[config.mk]
export PLATFORM = sky130hd
export DESIGN_NAME = quota_admitter
export DESIGN_NICKNAME = d
export VERILOG_FILES = /design/src/rtl/quota_adm_pkg.sv /design/src/rtl/qa_ctrl.sv /design/src/rtl/qa_data.sv /design/src/rtl/quota_admitter.sv
export SDC_FILE = /design/constraint.sdc
export NUM_CORES = 1
export LEC_CHECK = 0
export BUFFER_PORTS_ARGS = -buffer_cell sky130_fd_sc_hd__buf_4
export CAP_MARGIN = 30
export CORE_ASPECT_RATIO = 1.4
export CORE_MARGIN = 2
export CORE_UTILIZATION = 63
export DETAILED_ROUTE_END_ITERATION = 8
export GPL_TIMING_DRIVEN = 0
export PLACE_DENSITY = 0.92
export SYNTH_ARGS = -nofsm -noshare
export SYNTH_HDL_FRONTEND = slang
export SYNTH_SLANG_ARGS = --single-unit
[constraint.sdc]
create_clock -name clk -period 4.9 [get_ports clk]
set_input_delay 0.98 -clock clk [delete_from_list [all_inputs] [get_ports clk]]
set_output_delay 0.98 -clock clk [all_outputs]
set_load 0.02 [all_outputs]
[src/rtl/quota_adm_pkg.sv]
package quota_adm_pkg;
  localparam int NumClass  = 4;
  localparam int NumPort   = 4;
  localparam int ClsW      = $clog2(NumClass);
  localparam int PortW     = $clog2(NumPort);
  localparam int FloodBase = NumClass - 1;
  localparam int NumEnt    = NumClass - 1 + NumPort + 1;
  localparam int EntW      = $clog2(NumEnt);
  localparam int SharedIdx = NumEnt - 1;

  typedef logic [EntW-1:0] ent_t;

  // strobes from control to counter datapath
  typedef struct packed {
    logic             chargeEn;
    ent_t             chargeIdx;
    logic             releaseEn;
    ent_t             releaseIdx;
    logic             dropEn;
    logic [ClsW-1:0]  dropCls;
  } strobe_t;

  // flood class (code 0) is charged per ingress port, others per class
  function automatic ent_t entryOf(input logic [ClsW-1:0] cls,
                                   input logic [PortW-1:0] port);
    if (cls == '0) return ent_t'(FloodBase) + ent_t'(port);
    else           return ent_t'(cls) - ent_t'(1);
  endfunction
endpackage

[src/rtl/qa_ctrl.sv]
module qa_ctrl
  import quota_adm_pkg::*;
(
  input  logic              clk,
  input  logic              rstN,
  input  logic              hdrValid,
  input  logic [ClsW-1:0]   hdrClass,
  input  logic [PortW-1:0]  hdrPort,
  input  logic              relValid,
  input  logic [ClsW-1:0]   relClass,
  input  logic [PortW-1:0]  relPort,
  input  logic              relShared,
  input  logic [NumEnt-1:0] room,
  output strobe_t           strobes,
  output logic              decValid,
  output logic              decAdmit,
  output logic              decShared
);
  ent_t privIdx;
  logic privOk, sharedOk;

  always_comb begin
    privIdx  = entryOf(hdrClass, hdrPort);
    privOk   = room[privIdx];
    sharedOk = room[SharedIdx];
    strobes.chargeEn   = hdrValid && (privOk || sharedOk);
    strobes.chargeIdx  = privOk ? privIdx : ent_t'(SharedIdx);
    strobes.dropEn     = hdrValid && !privOk && !sharedOk;
    strobes.dropCls    = hdrClass;
    strobes.releaseEn  = relValid;
    strobes.releaseIdx = relShared ? ent_t'(SharedIdx) : entryOf(relClass, relPort);
  end

  always_ff @(posedge clk) begin
    if (!rstN) begin
      decValid  <= 1'b0;
      decAdmit  <= 1'b0;
      decShared <= 1'b0;
    end else begin
      decValid  <= hdrValid;
      decAdmit  <= hdrValid && (privOk || sharedOk);
      decShared <= hdrValid && !privOk && sharedOk;
    end
  end

  // decision follows a header by exactly one edge
  a_r2_latency: assert property (@(posedge clk) disable iff (!rstN)
    hdrValid |=> decValid);
  a_r2_idle: assert property (@(posedge clk) disable iff (!rstN)
    !hdrValid |=> !decValid);
  // a shared-pool charge is always an admission
  a_r4_shared_admits: assert property (@(posedge clk) disable iff (!rstN)
    decShared |-> decAdmit);
  // a header is either charged or dropped, never both
  a_r4_drop_exclusive: assert property (@(posedge clk) disable iff (!rstN)
    strobes.dropEn |-> !strobes.chargeEn);
endmodule

[src/rtl/qa_data.sv]
module qa_data
  import quota_adm_pkg::*;
#(
  parameter int CNT_W     = 8,
  parameter int DROP_W    = 8,
  parameter int DEF_LIMIT = 4
)(
  input  logic              clk,
  input  logic              rstN,
  input  strobe_t           strobes,
  input  logic              cfgWe,
  input  ent_t              cfgIdx,
  input  logic [CNT_W-1:0]  cfgLimit,
  input  logic [ClsW-1:0]   dropSel,
  output logic [NumEnt-1:0] room,
  output logic [DROP_W-1:0] dropCount
);
  logic [DROP_W-1:0] dropArr [NumClass];

  for (genvar e = 0; e < NumEnt; e++) begin : g_ent
    logic [CNT_W-1:0] usedQ, limitQ;
    logic inc, dec;
    assign inc = strobes.chargeEn && (strobes.chargeIdx == ent_t'(e));
    assign dec = strobes.releaseEn && (strobes.releaseIdx == ent_t'(e)) && (usedQ != '0);
    assign room[e] = usedQ < limitQ;

    always_ff @(posedge clk) begin
      if (!rstN) begin
        usedQ  <= '0;
        limitQ <= CNT_W'(DEF_LIMIT);
      end else begin
        usedQ <= usedQ + {{(CNT_W-1){1'b0}}, inc} - {{(CNT_W-1){1'b0}}, dec};
        if (cfgWe && cfgIdx == ent_t'(e)) limitQ <= cfgLimit;
      end
    end

    // a counter at zero never wraps on a release
    a_r5_no_wrap: assert property (@(posedge clk) disable iff (!rstN)
      (usedQ == '0 && !inc) |=> usedQ == '0);
  end

  for (genvar c = 0; c < NumClass; c++) begin : g_drop
    logic [DROP_W-1:0] dropQ;
    always_ff @(posedge clk) begin
      if (!rstN) dropQ <= '0;
      else if (strobes.dropEn && strobes.dropCls == ClsW'(c) && dropQ != '1)
        dropQ <= dropQ + 1'b1;
    end
    assign dropArr[c] = dropQ;

    // a saturated drop counter holds
    a_r8_drop_sat: assert property (@(posedge clk) disable iff (!rstN)
      dropQ == '1 |=> dropQ == '1);
  end

  assign dropCount = dropArr[dropSel];

  // nothing is charged to a counter without room
  a_r3_charge_has_room: assert property (@(posedge clk) disable iff (!rstN)
    strobes.chargeEn |-> room[strobes.chargeIdx]);
endmodule

[src/rtl/quota_admitter.sv]
module quota_admitter
  import quota_adm_pkg::*;
#(
  parameter int CNT_W     = 8,
  parameter int DROP_W    = 8,
  parameter int DEF_LIMIT = 4
)(
  input  logic               clk,
  input  logic               rstN,
  input  logic               hdrValid,
  input  logic [ClsW-1:0]    hdrClass,
  input  logic [PortW-1:0]   hdrPort,
  output logic               decValid,
  output logic               decAdmit,
  output logic               decShared,
  input  logic               relValid,
  input  logic [ClsW-1:0]    relClass,
  input  logic [PortW-1:0]   relPort,
  input  logic               relShared,
  input  logic               cfgWe,
  input  logic [EntW-1:0]    cfgIdx,
  input  logic [CNT_W-1:0]   cfgLimit,
  input  logic [ClsW-1:0]    dropSel,
  output logic [DROP_W-1:0]  dropCount
);
  strobe_t           strobes;
  logic [NumEnt-1:0] room;

  qa_ctrl ctrl_i (
    .clk(clk), .rstN(rstN),
    .hdrValid(hdrValid), .hdrClass(hdrClass), .hdrPort(hdrPort),
    .relValid(relValid), .relClass(relClass), .relPort(relPort), .relShared(relShared),
    .room(room), .strobes(strobes),
    .decValid(decValid), .decAdmit(decAdmit), .decShared(decShared)
  );

  qa_data #(.CNT_W(CNT_W), .DROP_W(DROP_W), .DEF_LIMIT(DEF_LIMIT)) data_i (
    .clk(clk), .rstN(rstN), .strobes(strobes),
    .cfgWe(cfgWe), .cfgIdx(cfgIdx), .cfgLimit(cfgLimit),
    .dropSel(dropSel), .room(room), .dropCount(dropCount)
  );
endmodule

==> impl_metrics.prom <==
# TYPE chip_impl_metric gauge
chip_impl_info{name="run_status",value="finished clean"} 1
chip_impl_metric{name="numCtsBuffers",unit=""} 17
chip_impl_metric{name="drtIter0Drc",unit=""} 696
chip_impl_metric{name="clock_latency",unit="ps"} 440
chip_impl_metric{name="insertedDiodeCount",unit=""} 0
chip_impl_metric{name="final-hold-violation-count",unit=""} 0
chip_impl_metric{name="groute.layer.met2.usage",unit="%"} 55.6
chip_impl_metric{name="synth_cell_types",unit=""} 62
chip_impl_info{name="rsz0062_at_grt",value="no"} 1
chip_impl_metric{name="whs_path_depth",unit=""} 2
chip_impl_info{name="cp-startpoint",value="data_i.g_ent[2].usedQ[1]"} 1
chip_impl_metric{name="place_hpwl",unit="microns"} 19600
chip_impl_metric{name="finalCritPeriodShare",unit="%"} 97.0
chip_impl_metric{name="fin_tns_setup",unit="ps"} 0
chip_impl_metric{name="htree_levels",unit=""} 4
chip_impl_info{name="end_kind",value="flip-flop"} 1
chip_impl_metric{name="syn_inst_count",unit=""} 1269
chip_impl_metric{name="setup_skew",unit="ps"} 12.3
chip_impl_metric{name="post-route-drc-count",unit=""} 0
chip_impl_metric{name="port_buffers",unit=""} 25
chip_impl_metric{name="finalWirelength",unit="microns"} 26800
chip_impl_metric{name="met1_usage",unit="%"} 33.3
chip_impl_metric{name="cts_hold_buffers",unit=""} 0
chip_impl_metric{name="met3_usage",unit="%"} 5.40
chip_impl_metric{name="synth-edff-count",unit=""} 0
chip_impl_info{name="final_cell_mix",value="167 x nand2_1, 163 x dfxtp_1, 158 x inv_1, 150 x ha_1, 111 x a21oi_1"} 1
chip_impl_metric{name="vdd_drop_max",unit="uV"} 284
chip_impl_metric{name="ys_ff_latch",unit=""} 163
chip_impl_metric{name="syn_nets",unit=""} 1454
chip_impl_metric{name="clockBufferDepth",unit=""} 2
chip_impl_metric{name="drive_gt1_share",unit="%"} 6.11
chip_impl_metric{name="drt-pass1-iter-count",unit=""} 5
chip_impl_metric{name="total_switching_power",unit="mW"} 2.28
chip_impl_info{name="leading_cell_type_in_the_layout_fill_and_taps_excluded",value="nand2_1"} 1
chip_impl_metric{name="die_w",unit="microns"} 112
chip_impl_metric{name="share_clk_of_total_power",unit="%"} 23.4
chip_impl_metric{name="floorplan.io_pins",unit=""} 38
chip_impl_metric{name="finished_core_util",unit="%"} 70.6
chip_impl_metric{name="yosysWarnings",unit=""} 0
chip_impl_metric{name="rrSetupSlack",unit="ps"} 150
chip_impl_info{name="timing.hold.worst.class",value="flip-flop to flip-flop"} 1
chip_impl_metric{name="fmax",unit="MHz"} 210
chip_impl_metric{name="post_cts_resized",unit=""} 0
chip_impl_metric{name="async_reset_ff_share",unit="%"} 0
chip_impl_metric{name="die-area",unit="sq um"} 17500
chip_impl_metric{name="grt_usage",unit="%"} 31.1
chip_impl_metric{name="setup_viol",unit=""} 0
chip_impl_metric{name="report.power.total",unit="mW"} 5.90
chip_impl_metric{name="finalWorstPathRequiredPeriod",unit="ps"} 4750
chip_impl_info{name="r2r_end",value="data_i.g_ent[0].usedQ[6]"} 1
chip_impl_metric{name="clock_pin_transition_on_the_worst_setup_and_hold_timing_paths",unit="ps"} 60
chip_impl_metric{name="grt_first_pass_wirelength",unit="microns"} 43400
chip_impl_metric{name="routabilityCongestion",unit=""} 0.963
chip_impl_info{name="reg2reg_from",value="data_i.g_ent[2].usedQ[1]"} 1
chip_impl_metric{name="netlist_area",unit="sq um"} 10400
chip_impl_metric{name="dr_total_vias",unit=""} 9250
chip_impl_metric{name="clock_sinks",unit=""} 163
chip_impl_metric{name="finish.net_count",unit=""} 1499
chip_impl_metric{name="worst-r2r-cell-count",unit=""} 18
chip_impl_metric{name="wire_per_inst",unit="microns"} 17.6
chip_impl_info{name="synthFlopType",value="dfxtp_1"} 1
chip_impl_metric{name="power_per_unit_of_standard_cell_area",unit="nW/um^2"} 516
chip_impl_metric{name="endpoint_arrival_time_on_the_critical_path",unit="ps"} 5070
chip_impl_metric{name="antenna_found_initial",unit=""} 0
chip_impl_metric{name="report.final.slew_viol_count",unit=""} 0
chip_impl_metric{name="timing_worst_slew_pin_value",unit="ps"} 1050
chip_impl_metric{name="largest_net_degree_at_the_start_of_global_routing",unit=""} 17
chip_impl_metric{name="power.combinational.fraction",unit="%"} 47.7
chip_impl_metric{name="timing.max_cap.violations",unit=""} 0
chip_impl_metric{name="remaining_overflow_grt",unit=""} 0
chip_impl_metric{name="ys_seq_area_share",unit="%"} 31.5
chip_impl_metric{name="netSwitchingFraction",unit="%"} 38.7
chip_impl_metric{name="floorplan.core_area",unit="sq um"} 16200
chip_impl_metric{name="post_drt_via_cell_ratio",unit=""} 6.07
chip_impl_metric{name="leakage",unit="nW"} 4.68
chip_impl_metric{name="whs",unit="ps"} 454
chip_impl_info{name="top_usage_layer",value="met2"} 1
chip_impl_metric{name="post_cts_setup_repair_buffer_count",unit=""} 0
chip_impl_info{name="hp-start",value="data_i.g_ent[2].limitQ[5]"} 1
chip_impl_metric{name="pwr-share-seq",unit="%"} 28.9
chip_impl_info{name="ctsRootBufferMaster",value="clkbuf_16"} 1
chip_impl_metric{name="start_util",unit="%"} 64.2
chip_impl_metric{name="floorplan.die.height",unit="microns"} 156
chip_impl_metric{name="timing.max_slew.rel_slack",unit="%"} 29.1
chip_impl_metric{name="syn2layout_area_growth",unit="%"} 10.1
chip_impl_metric{name="finish.cell_count_without_fillers",unit=""} 1525
chip_impl_info{name="critPathKind",value="flip-flop to flip-flop"} 1
chip_impl_metric{name="power_report.internal_total",unit="mW"} 3.61
chip_impl_metric{name="critical_path.max_fanout",unit=""} 7
chip_impl_metric{name="place_inst",unit=""} 1494
chip_impl_metric{name="drtAntennaViolNets",unit=""} 0
chip_impl_metric{name="required",unit="ps"} 5220
chip_impl_metric{name="rows",unit=""} 55
chip_impl_info{name="tritoncts",value="yes"} 1
chip_impl_info{name="worst_setup_path_start_kind",value="flip-flop"} 1
chip_impl_metric{name="avgSynthCellArea",unit="sq um"} 8.18
chip_impl_info{name="timing.hold.worst_endpoint",value="data_i.g_ent[2].limitQ[5]"} 1
chip_impl_metric{name="vias_in_the_first_global_route",unit=""} 9217
metrics by stage:
step | area (sq um) | setup WS, ps
finish | 11400 | 148
global route | 11400 | 64.9
CTS | 11400 | 338
detailed placement | 10800 | 20.1
global placement | 10800 | 82.1
floorplan | 10400 | 1020
routing by layer:
metal	routed length, microns	vias up
li1	-	4401
met1	9900	4312
met2	13400	412
met3	1840	125
met4	1730	0
met5	0	-
registers in the layout (all words and copies together), names as in the netlist:
signal and cells:
ctrl_i.decAdmit 1, ctrl_i.decShared 1, ctrl_i.decValid 1, data_i.g_drop.dropQ 32, data_i.g_ent.limitQ 64, data_i.g_ent.usedQ 64
power by group through the flow:
stage                     clock [mW]  combinational (mW)  sequential [mW]
after floorplan                    0                2.15             1.67
after global placement             0                2.54             1.72
after detailed placement           0                2.71             1.72
after CTS                       1.38                2.78             1.70
after global routing            1.43                3.14             1.73
final                           1.38                2.81             1.71
synth_stat cells (13+ instances only):
cell type  count  share of area (%)
ha_1         150                 18
a21oi_1      111                5.4
nand2b_1      22                1.3
a211oi_1      14                1.0
dfxtp_1      163                 31
nand2_1      167                6.0
inv_1        158                5.7
and2_1        24                1.4
o21ai_0       22                1.1
nand3_1       25                1.2
clkbuf_1      25               0.90
nor2_1        98                3.5
xnor2_1       35                3.0
o31ai_1       13               0.94
mux2i_1       16                1.5
and3_1        14               0.84
nor3_1        39                1.9
worst max-delay path, stage by stage, from the launching register on:
cell and delay (ps):
dfxtp_1 460, ha_1 300, o21ai_0 230, o21ai_0 110
a2111oi_0 700, a211oi_2 170, nor2_1 450, nand2_1 280
nor3_1 270, ha_1 230, inv_1 60, fa_1 420
inv_1 70, a21oi_1 60, nor2_1 140, o21ai_0 120
a21oi_1 220, nor3_1 70, nor3_1 270
cell type report:
| type | count | area, sq um |
|---|---|---|
| multi-input cells | 906 | 6340 |
| fillers | 1126 | 4750 |
| flip-flops and latches | 163 | 3260 |
| inverters | 158 | 593 |
| clock buffers | 19 | 443 |
| well taps | 199 | 249 |
| repair buffers | 26 | 195 |
| plain buffers | 42 | 181 |
| clock inverters | 12 | 158 |
worst max path at each step:
stage	endpoint	slack (ps)	depth (start not counted)
finish	data_i.g_ent[0].usedQ[6]	150	18
global route	data_i.g_ent[0].usedQ[6]	60	18
CTS	data_i.g_ent[0].usedQ[6]	340	18
detailed placement	data_i.g_ent[7].usedQ[7]	20	16
global placement	data_i.g_ent[7].usedQ[7]	80	16
floorplan	data_i.g_ent[7].usedQ[6]	1020	18
kinds of logic (layout without fill, tap and decap cells):
kind of cell             count (synthesis)  count (layout)  synth area share, %
AND/OR/NAND/NOR                        452             452                 20.6
multiplexers                            24              24                 3.28
flip-flops                             163             163                 31.5
AO/OA/AOI/OAI                          228             228                 13.9
adder cells (fa/ha/maj)                158             158                 19.6
buffers and inverters                  200             257                 7.47
XOR/XNOR                                44              44                 3.71
(Power assumes the default switching activity.)
